`src/rtl/cqspi_pkg.sv`:
```
// Package: command word field positions and the engine state type.
// Assumes a 20-bit command word with single-lane operation only.
package cqspi_pkg;
    localparam int CMD_W  = 20;
    localparam int B_XFER = 8;   // counted run through the data queues
    localparam int B_EXP  = 9;   // run length is a power of two
    localparam int B_CS   = 12;  // chip-select level for hold commands
    localparam int B_TX   = 16;  // transmit from queue
    localparam int B_RX   = 17;  // receive into queue

    typedef enum logic [1:0] {
        ST_IDLE,
        ST_HOLD,
        ST_LOAD,
        ST_SHIFT
    } eng_state_t;
endpackage

```
`src/rtl/cqspi_fifo.sv`:
```
// Module: synchronous first-word-fall-through queue.
// Assumes DEPTH is a power of two. A push when full or a pop when empty is ignored.
module cqspi_fifo #(
    parameter int W     = 32,
    parameter int DEPTH = 4
) (
    input  logic         clk,
    input  logic         rst_n,
    input  logic         push,
    input  logic [W-1:0] wdata,
    input  logic         pop,
    output logic [W-1:0] rdata,
    output logic         empty,
    output logic         full
);
    localparam int AW = $clog2(DEPTH);

    logic [W-1:0]  mem [DEPTH];
    logic [AW-1:0] wp_q, rp_q;
    logic [AW:0]   cnt_q;
    logic          do_push, do_pop;

    assign do_push = push && !full;
    assign do_pop  = pop && !empty;
    assign empty   = (cnt_q == '0);
    assign full    = (cnt_q == (AW+1)'(DEPTH));
    assign rdata   = mem[rp_q];

    // Storage write; needs no reset.
    always_ff @(posedge clk) begin
        if (do_push) mem[wp_q] <= wdata;
    end

    // Pointer and occupancy tracking.
    always_ff @(posedge clk) begin
        if (!rst_n) begin
            wp_q  <= '0;
            rp_q  <= '0;
            cnt_q <= '0;
        end else begin
            if (do_push) wp_q <= wp_q + 1'b1;
            if (do_pop)  rp_q <= rp_q + 1'b1;
            case ({do_push, do_pop})
                2'b10:   cnt_q <= cnt_q + 1'b1;
                2'b01:   cnt_q <= cnt_q - 1'b1;
                default: cnt_q <= cnt_q;
            endcase
        end
    end
endmodule

```
`src/rtl/cqspi_engine.sv`:
```
// Module: command decoder, clock divider, chip-select control and byte shifter.
// Assumes queue heads are valid in the same cycle that their empty flag is low.
// Within a byte, miso is sampled on every even-to-odd half step and mosi
// advances on odd-to-even steps; cfg_cpha only moves where SCLK toggles.
module cqspi_engine
    import cqspi_pkg::*;
#(
    parameter int DW    = 32,
    parameter int CNT_W = 16
) (
    input  logic             clk,
    input  logic             rst_n,
    input  logic             en,
    input  logic             cpol,
    input  logic             cpha,
    input  logic [2:0]       div,
    input  logic [CMD_W-1:0] cmd_word,
    input  logic             cmd_empty,
    output logic             cmd_pop,
    input  logic [DW-1:0]    tx_word,
    input  logic             tx_empty,
    output logic             tx_pop,
    input  logic             rx_full,
    output logic             rx_push,
    output logic [DW-1:0]    rx_word,
    input  logic             miso,
    output logic             sclk,
    output logic             mosi,
    output logic             cs_n,
    output logic             shifting
);
    localparam int NB   = DW / 8;
    localparam int BI_W = $clog2(NB);

    eng_state_t       state_q;
    logic             cs_n_q, half_q, do_tx_q, do_rx_q, from_imm_q, tvalid_q;
    logic [7:0]       dcnt_q, hcnt_q, imm_q, sh_q, rxsh_q;
    logic [3:0]       h_q;
    logic [CNT_W-1:0] left_q, cmd_len;
    logic [DW-1:0]    txw_q, rxw_q;
    logic [BI_W-1:0]  tbi_q, rbi_q;
    logic [7:0]       lim, load_byte;
    logic             tick, is_hold, need_word, load_ok, byte_end;

    // Decode of the queue head and per-cycle strobes.
    always_comb begin
        lim       = (8'd1 << div) - 8'd1;
        tick      = (dcnt_q == lim);
        is_hold   = !cmd_word[B_XFER] && !cmd_word[B_TX] && !cmd_word[B_RX];
        cmd_len   = cmd_word[B_EXP] ? (CNT_W'(1) << cmd_word[3:0])
                                    : CNT_W'(cmd_word[7:0]);
        need_word = do_tx_q && !from_imm_q && !tvalid_q;
        load_ok   = !((need_word && tx_empty) || (do_rx_q && rx_full));
        cmd_pop   = en && (state_q == ST_IDLE) && !cmd_empty;
        tx_pop    = en && (state_q == ST_LOAD) && load_ok && need_word;
        byte_end  = (state_q == ST_SHIFT) && tick && (h_q == 4'hF);
        rx_push   = en && byte_end && do_rx_q &&
                    ((rbi_q == BI_W'(NB-1)) || (left_q == CNT_W'(1)));
    end

    // Selection of the next outgoing byte.
    always_comb begin
        if (from_imm_q)     load_byte = imm_q;
        else if (!do_tx_q)  load_byte = 8'hFF;
        else if (need_word) load_byte = tx_word[7:0];
        else                load_byte = txw_q[tbi_q*8 +: 8];
    end

    // Receive word with the finished byte merged at its lane.
    always_comb begin
        rx_word = rxw_q;
        rx_word[rbi_q*8 +: 8] = rxsh_q;
    end

    assign shifting = (state_q == ST_SHIFT);
    assign sclk     = shifting ? (cpol ^ (cpha ? ~h_q[0] : h_q[0])) : cpol;
    assign mosi     = shifting ? sh_q[7] : 1'b1;
    assign cs_n     = cs_n_q;

    // Sequencer: fetch, hold, byte load and bit shifting; frozen while en is low.
    always_ff @(posedge clk) begin
        if (!rst_n) begin
            state_q    <= ST_IDLE;
            cs_n_q     <= 1'b1;
            half_q     <= 1'b0;
            do_tx_q    <= 1'b0;
            do_rx_q    <= 1'b0;
            from_imm_q <= 1'b0;
            tvalid_q   <= 1'b0;
            dcnt_q     <= '0;
            hcnt_q     <= '0;
            imm_q      <= '0;
            sh_q       <= '1;
            rxsh_q     <= '0;
            h_q        <= '0;
            left_q     <= '0;
            txw_q      <= '0;
            rxw_q      <= '0;
            tbi_q      <= '0;
            rbi_q      <= '0;
        end else if (en) begin
            unique case (state_q)
                ST_IDLE: if (!cmd_empty) begin
                    dcnt_q <= '0;
                    half_q <= 1'b0;
                    imm_q  <= cmd_word[7:0];
                    if (is_hold) begin
                        cs_n_q  <= ~cmd_word[B_CS];
                        hcnt_q  <= cmd_word[7:0];
                        state_q <= (cmd_word[7:0] != 8'd0) ? ST_HOLD : ST_IDLE;
                    end else begin
                        do_tx_q    <= cmd_word[B_TX];
                        do_rx_q    <= cmd_word[B_RX];
                        rxw_q      <= '0;
                        rbi_q      <= '0;
                        from_imm_q <= !cmd_word[B_XFER];
                        if (!cmd_word[B_XFER]) begin
                            left_q  <= CNT_W'(1);
                            state_q <= ST_LOAD;
                        end else begin
                            left_q   <= cmd_len;
                            tvalid_q <= 1'b0;
                            state_q  <= (cmd_len != '0) ? ST_LOAD : ST_IDLE;
                        end
                    end
                end
                ST_HOLD: begin
                    if (tick) begin
                        dcnt_q <= '0;
                        half_q <= ~half_q;
                        if (half_q) begin
                            hcnt_q <= hcnt_q - 8'd1;
                            if (hcnt_q == 8'd1) state_q <= ST_IDLE;
                        end
                    end else begin
                        dcnt_q <= dcnt_q + 8'd1;
                    end
                end
                ST_LOAD: if (load_ok) begin
                    sh_q    <= load_byte;
                    h_q     <= '0;
                    dcnt_q  <= '0;
                    state_q <= ST_SHIFT;
                    if (do_tx_q && !from_imm_q) begin
                        if (need_word) begin
                            txw_q    <= tx_word;
                            tbi_q    <= BI_W'(1);
                            tvalid_q <= 1'b1;
                        end else begin
                            tbi_q    <= tbi_q + 1'b1;
                            tvalid_q <= (tbi_q != BI_W'(NB-1));
                        end
                    end
                end
                ST_SHIFT: begin
                    if (!tick) begin
                        dcnt_q <= dcnt_q + 8'd1;
                    end else begin
                        dcnt_q <= '0;
                        h_q    <= h_q + 4'd1;
                        if (!h_q[0]) begin
                            rxsh_q <= {rxsh_q[6:0], miso};
                        end else if (h_q != 4'hF) begin
                            sh_q <= {sh_q[6:0], 1'b1};
                        end else begin
                            if (do_rx_q) begin
                                if (rx_push) begin
                                    rxw_q <= '0;
                                    rbi_q <= '0;
                                end else begin
                                    rxw_q <= rx_word;
                                    rbi_q <= rbi_q + 1'b1;
                                end
                            end
                            left_q  <= left_q - CNT_W'(1);
                            state_q <= (left_q == CNT_W'(1)) ? ST_IDLE : ST_LOAD;
                        end
                    end
                end
                default: state_q <= ST_IDLE;
            endcase
        end
    end
endmodule

```
`src/rtl/cqspi_master.sv`:
```
// Module: top level joining the command, transmit and receive queues to the engine.
// Assumes the configuration inputs change only while no command is running.
module cqspi_master #(
    parameter int CMD_DEPTH = 8,
    parameter int TX_DEPTH  = 4,
    parameter int RX_DEPTH  = 4,
    parameter int DW        = 32
) (
    input  logic          clk,
    input  logic          rst_n,
    input  logic          en,
    input  logic          cfg_cpol,
    input  logic          cfg_cpha,
    input  logic [2:0]    cfg_div,
    input  logic          cmd_push,
    input  logic [19:0]   cmd_word,
    input  logic          tx_push,
    input  logic [DW-1:0] tx_word,
    input  logic          rx_pop,
    output logic [DW-1:0] rx_data,
    output logic          cmd_empty,
    output logic          tx_not_full,
    output logic          rx_not_empty,
    output logic          sclk,
    output logic          cs_n,
    output logic          mosi,
    input  logic          miso
);
    logic [19:0]   cmd_head;
    logic [DW-1:0] tx_head, rx_word;
    logic          cmd_pop, cmd_full, tx_pop, tx_empty, tx_full;
    logic          rx_push, rx_empty, rx_full, shifting;

    assign tx_not_full  = !tx_full;
    assign rx_not_empty = !rx_empty;

    cqspi_fifo #(.W(20), .DEPTH(CMD_DEPTH)) u_cmdq (
        .clk(clk), .rst_n(rst_n), .push(cmd_push), .wdata(cmd_word),
        .pop(cmd_pop), .rdata(cmd_head), .empty(cmd_empty), .full(cmd_full));

    cqspi_fifo #(.W(DW), .DEPTH(TX_DEPTH)) u_txq (
        .clk(clk), .rst_n(rst_n), .push(tx_push), .wdata(tx_word),
        .pop(tx_pop), .rdata(tx_head), .empty(tx_empty), .full(tx_full));

    cqspi_fifo #(.W(DW), .DEPTH(RX_DEPTH)) u_rxq (
        .clk(clk), .rst_n(rst_n), .push(rx_push), .wdata(rx_word),
        .pop(rx_pop), .rdata(rx_data), .empty(rx_empty), .full(rx_full));

    cqspi_engine #(.DW(DW)) u_eng (
        .clk(clk), .rst_n(rst_n), .en(en), .cpol(cfg_cpol), .cpha(cfg_cpha),
        .div(cfg_div), .cmd_word(cmd_head), .cmd_empty(cmd_empty),
        .cmd_pop(cmd_pop), .tx_word(tx_head), .tx_empty(tx_empty),
        .tx_pop(tx_pop), .rx_full(rx_full), .rx_push(rx_push),
        .rx_word(rx_word), .miso(miso), .sclk(sclk), .mosi(mosi),
        .cs_n(cs_n), .shifting(shifting));
endmodule

```
`config.mk`:
```
export PLATFORM = sky130hd
export DESIGN_NAME = cqspi_master
export DESIGN_NICKNAME = d
export VERILOG_FILES = /design/src/rtl/cqspi_pkg.sv /design/src/rtl/cqspi_fifo.sv /design/src/rtl/cqspi_engine.sv /design/src/rtl/cqspi_master.sv
export SDC_FILE = /design/constraint.sdc
export NUM_CORES = 1
export LEC_CHECK = 0
export ABC_AREA = 1
export ABC_CLOCK_PERIOD_IN_PS = 5400
export BUFFER_PORTS_ARGS = -buffer_cell sky130_fd_sc_hd__buf_2
export CORE_ASPECT_RATIO = 0.7
export CORE_MARGIN = 2
export CORE_UTILIZATION = 43
export DETAILED_ROUTE_END_ITERATION = 7
export HOLD_SLACK_MARGIN = 0.03
export PLACE_DENSITY = 0.67
export SYNTH_ARGS = -nofsm -noshare
export SYNTH_HDL_FRONTEND = slang
export SYNTH_HIERARCHICAL = 1
export SYNTH_SLANG_ARGS = --single-unit
```
`constraint.sdc`:
```
create_clock -name clk -period 5.4 [get_ports clk]
set_clock_uncertainty 0.2 [all_clocks]
set_input_delay 1.08 -clock clk [delete_from_list [all_inputs] [get_ports clk]]
set_output_delay 1.08 -clock clk [all_outputs]
set_load 0.05 [all_outputs]
```
==> flow_metrics.env, run 1 <==
export IMPL_initial_utilization=0.437
export IMPL_dr_pass1_iters=5
export IMPL_power_share_combinational=0.279
export IMPL_grt_pass1_vias=15600
export IMPL_fp_coreArea_um2=52500
export IMPL_fmax_mhz=244
export IMPL_leakage_uw=0.00906
export IMPL_viasPerCell=5.40
export IMPL_synth_area_um2=22900
export IMPL_power_per_cell_area_nw_per_um2=470
export IMPL_switchingPower_uw=4150
export IMPL_worstPathMaxFanout=41
export IMPL_cap_violations=0
export IMPL_antenna_found_initial=5
export IMPL_drive_gt1_frac=0.119
export IMPL_worstMarginPinSlew_ns=1.07
export IMPL_netlist_instances=2262
export IMPL_clk_pin_slew_ns=0.06
export IMPL_area_growth_pct=10.5
export IMPL_hp_class="register to register"
export IMPL_cts_made_buffers=51
export IMPL_ctsResizeCount=0
export IMPL_hold_violations=0
export IMPL_p_int_uw=7730
export IMPL_fin_crit_sh=0.759
export IMPL_drt_iter0_markers=1572
export IMPL_clockRootBuffer="clkbuf_16"
export IMPL_post_dp_cell_area_um2=23600
export IMPL_hpwl_mm=32.6
export IMPL_post_cts_buffers=0
export IMPL_drc_errors=0
export IMPL_fin_area_um2=25300
export IMPL_finalSetupViolCount=0
export IMPL_dieHeight_um=197
export IMPL_cts_sinks=527
export IMPL_synth_nets=2356
export IMPL_pwr_share_seq=0.423
export IMPL_slew_headroom=0.284
export IMPL_multi_input_area_um2=7220
export IMPL_whs_path_depth=2
export IMPL_power_share_clock=0.298
export IMPL_die_area_um2=55200
export IMPL_end_kind="register"
export IMPL_status="finished, final reports clean"
export IMPL_final_common_cell="edfxtp_1"
export IMPL_irDropWorstVdd_v=0.000284
export IMPL_arrival_ns=4.43
export IMPL_numPortBuffers=94
export IMPL_clkLatencyLatePin_ns=0.62
export IMPL_die_x_um=280
export IMPL_final_seq_area_um2=14200
export IMPL_switching_share=0.349
export IMPL_rsz0062_at_grt="false"
export IMPL_num_io_pins=102
export IMPL_cts_tree="done"
export IMPL_htree_num_levels=2
export IMPL_rows=70
export IMPL_ant_nets=0
export IMPL_start_kind="register"
export IMPL_tns_ns=0
export IMPL_finalMaxSlewViolations=0
export IMPL_vias=16400
export IMPL_grt_usage=0.190
export IMPL_synth_warning_count=6
export IMPL_cts_path_max_buffers=3
export IMPL_nets=2404
export IMPL_required_ns=5.73
export IMPL_wl_per_cell_um=17.4
export IMPL_place_gp_congestion=0.887
export IMPL_grt_pass1_wl_mm=84.1
export IMPL_crit_end="u_txq/cnt_q[2]$_SDFFE_PN0P_"
export IMPL_hold_buffers=0
export IMPL_reg2reg_slack_ns=1.30
export IMPL_drt_wl_total_mm=52.9
export IMPL_timing_rr_end="u_txq/cnt_q[2]$_SDFFE_PN0P_"
export IMPL_reg2regPathDepth=22
export IMPL_grt_max_degree=65
export IMPL_period_needed_ns=4.10
export IMPL_syn_area_per_cell_um2=10.1
export IMPL_grt_remaining_overflow=0
export IMPL_fillers=4727
export IMPL_worst_setup_path_type="register to register"
export IMPL_layout_common_cells="edfxtp_1 (360), nor2_1 (298), nand2_1 (283)"
-- worst min-delay path by stage --
stage | start | end
2_1_floorplan | u_eng/dcnt_q[7]$_SDFFE_PN0P_ | u_eng/dcnt_q[7]$_SDFFE_PN0P_
3_3_place_gp | u_eng/sh_q[0]$_SDFFE_PN1P_ | u_eng/sh_q[0]$_SDFFE_PN1P_
3_5_place_dp | u_eng/sh_q[0]$_SDFFE_PN1P_ | u_eng/sh_q[0]$_SDFFE_PN1P_
4_1_cts | u_eng/txw_q[21]$_SDFFE_PN0P_ | u_eng/txw_q[21]$_SDFFE_PN0P_
5_1_grt | u_eng/do_tx_q$_SDFFE_PN0P_ | u_eng/do_tx_q$_SDFFE_PN0P_
6_report | u_eng/sh_q[0]$_SDFFE_PN1P_ | u_eng/sh_q[0]$_SDFFE_PN1P_
-- routing by layer --
metal	routed length (um)	GRT usage	vias up
li1	-	-	8004
met3	3240	0.0315	59
met4	792	0.0450	4
met2	24200	0.307	484
met1	24600	0.270	7862
met5	30	0	-
-- stage by stage --
| stage | utilization | worst slack (ns) | total power [uW] | cells | hold slack (ns) |
|---|---|---|---|---|---|
| after floorplan | - | 0.614 | 7660 | 2262 | 0.216 |
| after global placement | 0.450 | 1.22 | 8240 | 2941 | 0.236 |
| after detailed placement | 0.450 | 1.20 | 8350 | 2941 | 0.247 |
| after CTS | 0.482 | 1.31 | 11900 | 3037 | 0.258 |
| after global routing | 0.482 | 0.870 | 12500 | 3038 | 0.278 |
| final | 0.483 | 1.30 | 11900 | 3040 | 0.257 |
-- worst max-delay path, cell delays in order, from the launching register on --
cell and delay [ns]:
dfxtp_1 0.52, buf_4 0.35, nor2_1 0.13, o21ai_1 0.07, o21ai_1 0.08, nand2_1 0.06, nand2_1 0.15, inv_1 0.12
o22ai_1 0.21, nand2_2 0.12, nor2_4 0.16, nand2_4 0.26, inv_4 0.35, nand2_1 0.11, inv_1 0.09, ha_1 0.16
inv_1 0.07, fa_1 0.38, nand2_1 0.09, nand3_1 0.09, nand2_1 0.07, nand2_1 0.05, nor2_1 0.10
-- final cells by class --
type | count | share of cell area
Clock buffer | 64 | 0.0537
Timing Repair Buffer | 119 | 0.0261
Multi-Input combinational cell | 1421 | 0.285
Inverter | 190 | 0.0290
Tap cell | 684 | 0.0338
Antenna cell | 3 | 0.000297
Sequential cell | 527 | 0.559
Clock inverter | 32 | 0.0128
-- registers in the layout, indices dropped and copies added, names as in the netlist, 2 cells and up, named ones only --
name           flops
u_cmdq/cnt_q       4
u_cmdq/mem       104
u_cmdq/rp_q        3
u_cmdq/wp_q        3
u_eng/dcnt_q       8
u_eng/h_q          4
u_eng/hcnt_q       8
u_eng/imm_q        8
u_eng/left_q      16
u_eng/rbi_q        2
u_eng/rxsh_q       8
u_eng/rxw_q       32
u_eng/sh_q         8
u_eng/state_q      2
u_eng/tbi_q        2
u_eng/txw_q       32
u_rxq/cnt_q        3
u_rxq/mem        128
u_rxq/rp_q         2
u_rxq/wp_q         2
u_txq/cnt_q        3
u_txq/mem        128
u_txq/rp_q         2
u_txq/wp_q         2
-- power by group through the flow --
stage                     logic, uW  registers [uW]  clock network [uW]
final                          3310            5030                3540
after global routing           3690            5070                3780
after CTS                      3270            5030                3630
after detailed placement       3240            5110                   0
after global placement         3140            5090                   0
after floorplan                2680            4980                   0
No activity file was read; power rests on OpenSTA's default activity.
==> inputs of run 2 (changes only) <==
Settings changed: ABC_CLOCK_PERIOD_IN_PS 5400 to 3550, PLACE_DENSITY 0.67 to 0.69.
Clock period 5.4 ns to 3.55 ns, I/O delays scaled along.
==> run 2 against run 1 <==
Compared with the run above: total power grew 53%; die area is the same; utilization grew 0.47 points; worst hold slack lost 0.13 ns; worst setup slack lost 0.95 ns; via count grew 1.2%; clock-buffer cell count grew 3; non-clock buffer count grew 29; flip-flop and latch count is the same; first-iteration DRC count shrank 3.2%; critical endpoint is now rx_data[9].
==> flow_metrics.env, run 2 (same netlist as run 1, synthesis figures left out) <==
export IMPL_status="finished, final reports clean"
export IMPL_die_area_um2=55200
export IMPL_finalMaxSlewViolations=0
export IMPL_grt_max_degree=65
export IMPL_reg2regPathDepth=22
export IMPL_grt_pass1_wl_mm=84.6
export IMPL_vias=16600
export IMPL_place_inst=2970
export IMPL_clkLatencyLatePin_ns=0.60
export IMPL_numPortBuffers=94
export IMPL_required_ns=2.64
export IMPL_finalSetupViolCount=0
export IMPL_arrival_ns=2.29
export IMPL_end_kind="primary output"
export IMPL_power_uw=18200
export IMPL_cts_tree="done"
export IMPL_antenna_found_initial=4
export IMPL_grt_remaining_overflow=0
export IMPL_rows=70
export IMPL_hp_class="primary input to register"
export IMPL_worstPathMaxFanout=30
export IMPL_final_common_cell="edfxtp_1"
export IMPL_layout_common_cells="edfxtp_1 (360), nor2_1 (302), nand2_1 (283)"
export IMPL_rsz0062_at_grt="false"
export IMPL_hpwl_mm=33.7
export IMPL_drt_wl_total_mm=53.1
export IMPL_worst_setup_path_type="register to primary output"
export IMPL_cts_made_buffers=50
export IMPL_wl_per_cell_um=17.3
export IMPL_clk_pin_slew_ns=0.06
export IMPL_dr_pass1_iters=6
export IMPL_fin_crit_sh=0.902
export IMPL_reg_largest_list="u_rxq/mem x128, u_txq/mem x128, u_cmdq/mem x104"
export IMPL_post_dp_cell_area_um2=23900
export IMPL_drive_gt1_frac=0.126
export IMPL_clockRootBuffer="clkbuf_16"
export IMPL_period_needed_ns=3.20
export IMPL_whs_path_depth=1
export IMPL_dieHeight_um=197
export IMPL_fin_area_um2=25600
export IMPL_hold_violations=0
export IMPL_worstMarginPinSlew_ns=0.721
export IMPL_nets=2432
export IMPL_hold_buffers=0
export IMPL_drt_iter0_markers=1522
export IMPL_cts_path_max_buffers=3
export IMPL_leakage_uw=0.00920
export IMPL_cts_sinks=527
export IMPL_slew_headroom=0.514
export IMPL_place_gp_congestion=0.895
export IMPL_ant_nets=0
export IMPL_fin_cells=3064
export IMPL_fp_coreArea_um2=52500
export IMPL_num_io_pins=102
export IMPL_viasPerCell=5.42
export IMPL_grt_pass1_vias=15900
export IMPL_power_per_cell_area_nw_per_um2=710
export IMPL_drc_errors=0
export IMPL_area_growth_pct=11.6
export IMPL_grt_usage=0.192
export IMPL_start_kind="register"
export IMPL_fmax_mhz=312
export IMPL_initial_utilization=0.437
export IMPL_irDropWorstVdd_v=0.000398
export IMPL_post_cts_buffers=0
export IMPL_tns_ns=0
export IMPL_htree_num_levels=2
export IMPL_hold_slack_ns=0.129
export IMPL_cap_violations=0
export IMPL_die_x_um=280
export IMPL_reg2reg_slack_ns=0.35
[run 2: cell count changes in the layout (fill, tap and decap cells not counted), sizes merged]
cell	previous run	this run
clkbuf	64	67
diode	3	1
buf	119	148
clkinv	24	15
inv	190	192
bufinv	4	5
[run 2: worst paths after layout]
| check | from | to |
|---|---|---|
| max | register | rx_data[9] |
| min reg2reg | u_eng/txw_q[20]$_SDFFE_PN0P_ | u_eng/txw_q[20]$_SDFFE_PN0P_ |
| min | tx_word[25] | u_txq/mem[1][25]$_DFFE_PP_ |
| max reg2reg | register | u_txq/cnt_q[2]$_SDFFE_PN0P_ |
[run 2: critical path, cell delays in order (launching register included)]
cell	delay, ns
dfxtp_2	0.55
buf_4	0.37
o21ai_0	0.14
o22ai_1	0.29
buf_2	0.34
[run 2: power breakdown]
part | internal (uW) | switching [uW]
combinational | 1560 | 3630
clock | 3070 | 2290
sequential | 7250 | 360
total | 11900 | 6290
[run 2: per-stage QoR]
step	worst slack, ns	utilization
after floorplan	-0.343	-
after global placement	0.116	0.456
after detailed placement	0.00930	0.456
after CTS	0.0941	0.487
after global routing	0.0451	0.487
final	0.346	0.487
[run 2: final cells by class]
type                    count  area, um2
inverters                 190        736
clock buffers              67       1360
repair buffers            148        953
flip-flops and latches    527      14200
multi-input cells        1421       7210
diodes                      1       2.50
well taps                 684        856
clock inverters            26        290
fillers                  4625      26900
[run 2: what timing repair did]
action / in CTS / in global routing
endpoints found under the hold margin: 0 / 0
setup endpoints to repair: 0 / 21
resized for setup: 0 / 2
[run 2: per-layer routing]
layer | vias up | wire length, um | GRT usage
met5 | - | 39 | 0
met3 | 105 | 3860 | 0.0401
li1 | 8040 | - | -
met4 | 6 | 1420 | 0.0614
met2 | 558 | 23900 | 0.303
met1 | 7894 | 23800 | 0.266
